### src/rtl/cycle_seq_pkg.sv
package cycle_seq_pkg;

  typedef enum logic [2:0] {
    ST_IDLE = 3'd0,
    ST_INIT = 3'd1,
    ST_PRE  = 3'd2,
    ST_GAP  = 3'd3,
    ST_EVAL = 3'd4,
    ST_WAIT = 3'd5
  } seqState_e;

  // Strobes from control to the tick datapath
  typedef struct packed {
    logic      restart;   // phase changes on this edge: clear tick counter
    logic      loadWait;  // a new cycle begins: capture the wait count
    seqState_e phase;     // phase currently running
  } seqStrobe_t;

endpackage

### src/rtl/cycle_seq_dp.sv
module cycle_seq_dp
  import cycle_seq_pkg::*;
#(
  parameter int PRE_TICKS  = 4,
  parameter int GAP_TICKS  = 8,
  parameter int EVAL_TICKS = 4,
  parameter int WAIT_W     = 8
) (
  input  logic              clk,
  input  logic              rstN,
  input  seqStrobe_t        strobe,
  input  logic [WAIT_W-1:0] waitCount,
  output logic              phaseLast
);

  localparam int CNT_W = WAIT_W + 1;

  logic [CNT_W-1:0]  tickCnt;
  logic [WAIT_W-1:0] waitReg;

  always_ff @(posedge clk or negedge rstN) begin
    if (!rstN) begin
      tickCnt <= '0;
    end else if (strobe.restart || strobe.phase == ST_IDLE) begin
      tickCnt <= '0;
    end else begin
      tickCnt <= tickCnt + 1'b1;
    end
  end

  always_ff @(posedge clk or negedge rstN) begin
    if (!rstN) begin
      waitReg <= '0;
    end else if (strobe.loadWait) begin
      waitReg <= waitCount;
    end
  end

  always_comb begin
    unique case (strobe.phase)
      ST_INIT: phaseLast = (tickCnt == '0);
      ST_PRE:  phaseLast = (tickCnt == CNT_W'(PRE_TICKS - 1));
      ST_GAP:  phaseLast = (tickCnt == CNT_W'(GAP_TICKS - 1));
      ST_EVAL: phaseLast = (tickCnt == CNT_W'(EVAL_TICKS - 1));
      ST_WAIT: phaseLast = (tickCnt == {1'b0, waitReg});
      default: phaseLast = 1'b0;
    endcase
  end

endmodule

### src/rtl/cycle_seq_ctrl.sv
module cycle_seq_ctrl
  import cycle_seq_pkg::*;
(
  input  logic       clk,
  input  logic       rstN,
  input  logic       go,
  input  logic       continuous,
  input  logic       phaseLast,
  output seqStrobe_t strobe,
  output logic       prechargeOut,
  output logic       startN,
  output logic       dischargeOut,
  output logic       cycleDone
);

  seqState_e state, nextState;

  always_ff @(posedge clk or negedge rstN) begin
    if (!rstN) state <= ST_IDLE;
    else       state <= nextState;
  end

  always_comb begin
    nextState = state;
    unique case (state)
      ST_IDLE: if (go)        nextState = ST_INIT;
      ST_INIT: if (phaseLast) nextState = ST_PRE;
      ST_PRE:  if (phaseLast) nextState = ST_GAP;
      ST_GAP:  if (phaseLast) nextState = ST_EVAL;
      ST_EVAL: if (phaseLast) nextState = ST_WAIT;
      ST_WAIT: if (phaseLast) nextState = continuous ? ST_INIT : ST_IDLE;
      default: nextState = ST_IDLE;
    endcase
  end

  always_comb begin
    strobe.phase    = state;
    strobe.restart  = (nextState != state);
    strobe.loadWait = (nextState == ST_INIT) && (state != ST_INIT);
  end

  assign prechargeOut = (state == ST_PRE);
  assign startN       = (state != ST_EVAL);
  assign dischargeOut = (state == ST_IDLE) || (state == ST_INIT);
  assign cycleDone    = (state == ST_WAIT) && phaseLast;

endmodule

### src/rtl/precharge_cycle_seq.sv
module precharge_cycle_seq
  import cycle_seq_pkg::*;
#(
  parameter int PRE_TICKS  = 4,
  parameter int GAP_TICKS  = 8,
  parameter int EVAL_TICKS = 4,
  parameter int WAIT_W     = 8
) (
  input  logic              clk,
  input  logic              rstN,
  input  logic              go,
  input  logic              continuous,
  input  logic [WAIT_W-1:0] waitCount,
  output logic              prechargeOut,
  output logic              startN,
  output logic              dischargeOut,
  output logic              cycleDone
);

  seqStrobe_t strobe;
  logic       phaseLast;

  cycle_seq_ctrl u_ctrl (
    .clk          (clk),
    .rstN         (rstN),
    .go           (go),
    .continuous   (continuous),
    .phaseLast    (phaseLast),
    .strobe       (strobe),
    .prechargeOut (prechargeOut),
    .startN       (startN),
    .dischargeOut (dischargeOut),
    .cycleDone    (cycleDone)
  );

  cycle_seq_dp #(
    .PRE_TICKS  (PRE_TICKS),
    .GAP_TICKS  (GAP_TICKS),
    .EVAL_TICKS (EVAL_TICKS),
    .WAIT_W     (WAIT_W)
  ) u_dp (
    .clk       (clk),
    .rstN      (rstN),
    .strobe    (strobe),
    .waitCount (waitCount),
    .phaseLast (phaseLast)
  );

endmodule

### config.mk
export PLATFORM = sky130hd
export DESIGN_NAME = precharge_cycle_seq
export DESIGN_NICKNAME = d
export VERILOG_FILES = /design/src/rtl/cycle_seq_pkg.sv /design/src/rtl/cycle_seq_dp.sv /design/src/rtl/cycle_seq_ctrl.sv /design/src/rtl/precharge_cycle_seq.sv
export SDC_FILE = /design/constraint.sdc
export NUM_CORES = 1
export LEC_CHECK = 0
export BUFFER_PORTS_ARGS = -buffer_cell sky130_fd_sc_hd__buf_2
export CORE_MARGIN = 3
export CORE_UTILIZATION = 55
export CTS_BUF_LIST = sky130_fd_sc_hd__clkbuf_8 sky130_fd_sc_hd__clkbuf_16
export CTS_CLUSTER_SIZE = 28
export DETAILED_ROUTE_END_ITERATION = 10
export GPL_ROUTABILITY_DRIVEN = 0
export PLACE_DENSITY = 0.76
export RECOVER_POWER = 50
export SYNTH_ARGS = -nofsm -noshare
export SYNTH_HDL_FRONTEND = slang
export SYNTH_HIERARCHICAL = 1
export SYNTH_SLANG_ARGS = --single-unit
### constraint.sdc
create_clock -name clk -period 6.95 [get_ports clk]
set_clock_uncertainty 0.05 [all_clocks]
set_input_delay 0.3475 -clock clk [delete_from_list [all_inputs] [get_ports clk]]
set_output_delay 0.3475 -clock clk [all_outputs]
set_load 0.01 [all_outputs]
==> flow_summary.yaml, run 1 <==
layout:
  diodes: 0
  final_cell_mix: "dfrtp_1, nor2_1, buf_2"
  multi_input_area_um2: 646
  layout_commonest_cell: "dfrtp_1"
  nFillCells: 171
  fin_nets: 157
  final_util_pct: 67.2
  layout-drive-gt1-share_pct: 20.4
  ff_latch_area_um2: 500
  synthToLayoutAreaGrowth_pct: 12.0
logic_synthesis:
  ys_seq_area_share_pct: 41.2
  syn_inst: 129
  netlist_area_um2: 1210
  synth_cell_types: 40
  synth_edf_count: 0
  ys.flop_type: "dfrtp_1"
  synth.avg_cell_area_um2: 9.41
  synth_nets: 143
  yosys.area.top_type: "dfrtp_1"
  synth-seq-cells: 20
  synth-async-reset-ratio_pct: 100
  yosysWarnings: 6
  synth.area.top_cells: "dfrtp_1, mux2_2, nor2_1, xnor2_1, xor2_1"
  yosys.area.top_type_share_pct: 41.2
critical_path:
  crit_required_ns: 7.04
  critPathCapture: "u_dp/waitReg[6]$_DFFE_PN0P_"
  cp_max_fo: 20
  startpoint_type: "flip-flop"
  endpoint_kind: "flip-flop"
  reg2reg_depth: 8
  ff2ff_setup_slack_ns: 3.71
  r2r-start: "u_ctrl/state[2]$_DFF_PN0_"
  critPathArrivalTime_ns: 3.33
  rr_endpoint: "u_dp/waitReg[6]$_DFFE_PN0P_"
  startpoint: "u_ctrl/state[2]$_DFF_PN0_"
  worstSetupPathType: "flip-flop to flip-flop"
clocking:
  clk_latency_ns: 0.25
  clk_pin_slew_ns: 0.07
  postCtsSetupRepairBufs: 0
  cts_buffers: 3
  cts.path.max_buffers: 2
  cts_sinks: 20
  htreeDepth: 1
  cts_tree: "yes"
  root_buffer: "clkbuf_8"
outcome:
  status: "complete, no violations"
global_routing:
  grt_pass1_vias: 972
  grt_max_degree: 21
  overflow: 0
  grt_pass1_wl_um: 4410
  antenna_found_initial: 0
  grt_usage_pct: 21.6
die:
  die_x_um: 53.0
  start_util_pct: 60.0
  die_h_um: 53.0
  ios: 16
  fp.coreArea_um2: 2020
  placementRows: 16
  dieArea_um2: 2810
power:
  power.leakage_nw: 0.569
  peakVddDrop_v: 0.000313
  p_per_area_nw_per_um2: 392
min_path:
  worstHoldPathCells: 2
  min_path_type: "input pin to flip-flop"
drt:
  wire_per_inst_um: 14.9
  drtAntennaViolNets: 0
  firstDrtPassIters: 4
  drtIter0Drc: 46
  vias: 995
  totalWireLength_um: 2520
  viasPerCell: 5.89
  drc_errors: 0
timing:
  timing.final.crit_period_ns: 3.24
  setup-violations-final: 0
  final.period_utilization_pct: 46.6
  fmax_ghz: 0.309
  tns_ns: 0
  worstMarginPinSlew_ns: 1.08
  rsz0062_at_grt: "false"
  slew_headroom_pct: 28.1
  maxSlewViolCount: 0
  hold_viol: 0
place:
  io_buffers: 15
  place.detailed.hpwl_um: 1800
job:
  cap_viol_max_count: 0
-- state kept, by name (all words and copies together) (netlist names) --
name,cells
u_dp/tickCnt,9
u_dp/waitReg,8
u_ctrl/state,3
-- through the flow --
| stage | power [mW] | hold WS (ns) | worst slack (ns) | cell area [um2] | std cells |
|---|---|---|---|---|---|
| floorplan | 0.375 | 0.00191 | 4.47 | 1210 | 129 |
| global placement | 0.406 | 0.259 | 3.98 | 1280 | 164 |
| detailed placement | 0.418 | 0.265 | 3.83 | 1280 | 164 |
| CTS | 0.534 | 0.264 | 3.77 | 1360 | 169 |
| global route | 0.576 | 0.265 | 3.46 | 1360 | 169 |
| finish | 0.532 | 0.270 | 3.71 | 1360 | 169 |
-- logic make-up (layout without fill, tap and decap cells) --
logic type | after synthesis | count (layout) | synth area share, %
flip-flops | 20 | 20 | 41.2
adder cells (fa/ha/maj) | 2 | 2 | 2.06
multiplexers | 8 | 8 | 7.42
AND/OR/NAND/NOR | 51 | 51 | 22.6
XOR/XNOR | 12 | 12 | 8.66
AO/OA/AOI/OAI | 22 | 22 | 12.5
buffers and inverters | 14 | 27 | 5.57
-- routing by layer --
metal | track usage, % | vias to the layer above | share of wire, %
met4 | 7.66 | 0 | 0.83
met3 | 3.66 | 7 | 6.9
li1 | - | 477 | -
met2 | 37.0 | 41 | 49
met1 | 27.1 | 470 | 43
met5 | 0 | - | 0
-- cell type report --
cell class                      instances  area share [%]
Inverter                                7            1.93
Timing Repair Buffer                   16            5.99
Tap cell                               27            2.49
Multi-Input combinational cell         95            47.5
Clock buffer                            3            3.04
Sequential cell                        20            36.8
Clock inverter                          1            2.21
-- power by group --
part | internal (mW) | switching, mW
Clock | 0.0768 | 0.0361
Sequential | 0.154 | 0.0671
Combinational | 0.100 | 0.0979
Total | 0.331 | 0.201
-- how the worst min path moves through the flow --
stage | start | end | slack [ns]
3_5_place_dp | rstN | u_ctrl/state[1]$_DFF_PN0_ | 0.27
2_1_floorplan | rstN | u_ctrl/state[0]$_DFF_PN0_ | 0.002
4_1_cts | waitCount[5] | u_dp/waitReg[5]$_DFFE_PN0P_ | 0.26
6_report | waitCount[5] | u_dp/waitReg[5]$_DFFE_PN0P_ | 0.27
3_3_place_gp | rstN | u_ctrl/state[1]$_DFF_PN0_ | 0.26
5_1_grt | waitCount[7] | u_dp/waitReg[7]$_DFFE_PN0P_ | 0.27
-- cells in the mapped netlist (3+ instances only) --
cell and n:
a31oi_1 3, nor4_1 3, nand2_1 3, nor3_1 6, dfrtp_1 20, mux2_2 8
buf_2 3, xnor2_1 7, nor2_1 17, nand3_1 3, nor3b_1 3, a21oi_1 7
and3_1 3, inv_1 7, xor2_1 5, o21ai_0 3
-- what timing repair did --
item | in CTS | in global routing
resized for setup | 0 | 0
hold buffers | 1 | 0
endpoints found under the hold margin | 20 | 0
-- critical path: stages (launching register included) --
cell and delay (ns):
dfrtp_1 0.68, nand3b_1 0.28, nor4_1 0.33, a31oi_1 0.08, a22oi_1 0.21, a31o_1 0.29, nand4_1 0.13, a21oi_1 0.66
mux2_2 0.42
No activity file was read; power rests on OpenSTA's default activity.
==> inputs of run 2 (changes only) <==
Clock period 6.95 ns to 3 ns, I/O delays scaled along.
==> run 2 against run 1 <==
Effect of this change: non-clock buffer count increased by 4; critical path type unchanged; sequential power is 110% higher; wire length shrank 7.6%.
==> flow_summary.yaml, run 2 (synthesized netlist as in run 1, its figures left out) <==
drt:
  vias: 1007
  firstDrtPassIters: 4
  totalWireLength_um: 2330
  drtAntennaViolNets: 0
  wire_per_inst_um: 13.5
  drtIter0Drc: 10
  viasPerCell: 5.82
  drc_errors: 0
timing:
  tns_ns: 0
  setup-violations-final: 0
  timing.final.crit_period_ns: 2.76
  holdWs_ns: 0.0707
  hold_viol: 0
  slew_headroom_pct: 31.6
  worstMarginPinSlew_ns: 1.03
  final.period_utilization_pct: 91.9
  fmax_ghz: 0.363
  maxSlewViolCount: 0
  rsz0062_at_grt: "false"
critical_path:
  crit_required_ns: 3.09
  critPathArrivalTime_ns: 2.85
  cp_max_fo: 6
  critPathMaxStageDelay_ns: 0.43
  crit_chain: "nand3b_1 -> nor4_1 -> a31oi_1 -> a22oi_1 -> a31o_1 -> nand4_1 -> a21oi_1 -> buf_4 -> mux2_2"
  startpoint_type: "flip-flop"
  worstSetupPathType: "flip-flop to flip-flop"
  endpoint_kind: "flip-flop"
  slowest_stage: "dfrtp_1"
clocking:
  postCtsSetupRepairBufs: 0
  cts_sinks: 20
  htreeDepth: 1
  cts_tree: "yes"
  ctsResizeCount: 0
  clk_latency_ns: 0.26
  cts.path.max_buffers: 2
  clk_pin_slew_ns: 0.07
  cts_buffers: 3
  root_buffer: "clkbuf_8"
layout:
  ff_latch_area_um2: 500
  largest_reg_flops: 9
  diodes: 0
  nFillCells: 171
  fin_nets: 161
  multi_input_area_um2: 646
  reg_top3: "u_dp/tickCnt: 9 flops, u_dp/waitReg: 8 flops, u_ctrl/state: 3 flops"
  layout-drive-gt1-share_pct: 22.6
  top_register: "u_dp/tickCnt"
  synthToLayoutAreaGrowth_pct: 12.9
  final_util_pct: 67.8
  final_cell_mix: "dfrtp_1, nor2_1, buf_2"
  layout_commonest_cell: "dfrtp_1"
power:
  share_seq_of_total_power_pct: 38.8
  intPower_mw: 0.728
  p_per_area_nw_per_um2: 872
  swShare_pct: 39.0
  total_power_mw: 1.19
  power.leakage_nw: 0.581
  peakVddDrop_v: 0.000648
  clkPwrFrac_pct: 17.0
  switchingPower_mw: 0.466
  combPwrFrac_pct: 44.2
global_routing:
  grt_max_degree: 21
  grt_pass1_wl_um: 4120
  antenna_found_initial: 0
  grt_usage_pct: 19.9
  grt_pass1_vias: 958
  overflow: 0
die:
  ios: 16
  die_x_um: 53.0
  dieArea_um2: 2810
  die_h_um: 53.0
  fp.coreArea_um2: 2020
  start_util_pct: 60.0
  placementRows: 16
job:
  cap_viol_max_count: 0
outcome:
  status: "complete, no violations"
min_path:
  min_path_type: "input pin to flip-flop"
place:
  io_buffers: 15
  place.detailed.hpwl_um: 1740
run 2: cell count changes in the layout (fill, tap and decap cells not counted), sizes merged:
cell / change
buf: +4
bufinv: -1
clkbuf: +1
run 2: critical path: cells and delay by family (launching register included):
family | cells | cell delay [ns]
compound gates | 4 | 0.91
simple gates | 3 | 0.70
flops | 1 | 0.43
mux | 1 | 0.34
buf+inv | 1 | 0.22
run 2: final timing paths:
path / depth (start not counted) / slack [ns] / endpoint / startpoint
min reg2reg: 1 / 0.47 / u_dp/waitReg[2]$_DFFE_PN0P_ / u_dp/waitReg[2]$_DFFE_PN0P_
max in group asynchronous: 2 / 1.75 / u_dp/waitReg[6]$_DFFE_PN0P_ / rstN
max reg2reg: 9 / 0.24 / u_dp/waitReg[3]$_DFFE_PN0P_ / u_ctrl/state[1]$_DFF_PN0_
max: 9 / 0.24 / u_dp/waitReg[3]$_DFFE_PN0P_ / u_ctrl/state[1]$_DFF_PN0_
min in group asynchronous: 2 / 0.53 / u_dp/tickCnt[7]$_DFF_PN0_ / rstN
min: 2 / 0.07 / u_dp/waitReg[4]$_DFFE_PN0P_ / waitCount[4]
run 2: metrics by stage:
step	instances	worst slack (ns)	cell area [um2]
after floorplan	129	0.518	1210
after global routing	173	0.0376	1370
after detailed placement	168	0.322	1310
final	173	0.243	1370
after global placement	168	0.397	1310
after CTS	173	0.301	1380
run 2: area by class of cell:
class,count,share of cell area [%]
Clock buffer,4,4.02
Sequential cell,20,36.5
Inverter,7,1.92
Multi-Input combinational cell,95,47.1
Tap cell,27,2.47
Timing Repair Buffer,20,7.95
run 2: power by group through the flow:
stage          Combinational [mW]  Clock, mW  Sequential (mW)
6_report                    0.528      0.203            0.463
3_3_place_gp                0.506          0            0.465
5_1_grt                     0.593      0.217            0.480
3_5_place_dp                0.523          0            0.468
2_1_floorplan               0.412          0            0.456
4_1_cts                     0.529      0.209            0.462
run 2: timing repair:
action,CTS,global route
setup endpoints to repair,0,0
hold buffers,1,0
hold endpoints to repair,20,0
run 2: routing by layer:
layer | vias up | share of wire, % | routed length (um) | track usage (%)
met5 | - | 0 | 0 | 0
met4 | 0 | 1.5 | 34 | 7.66
met3 | 4 | 4.7 | 110 | 3.38
met2 | 22 | 48 | 1120 | 33.3
met1 | 488 | 46 | 1070 | 25.5
li1 | 493 | - | - | -
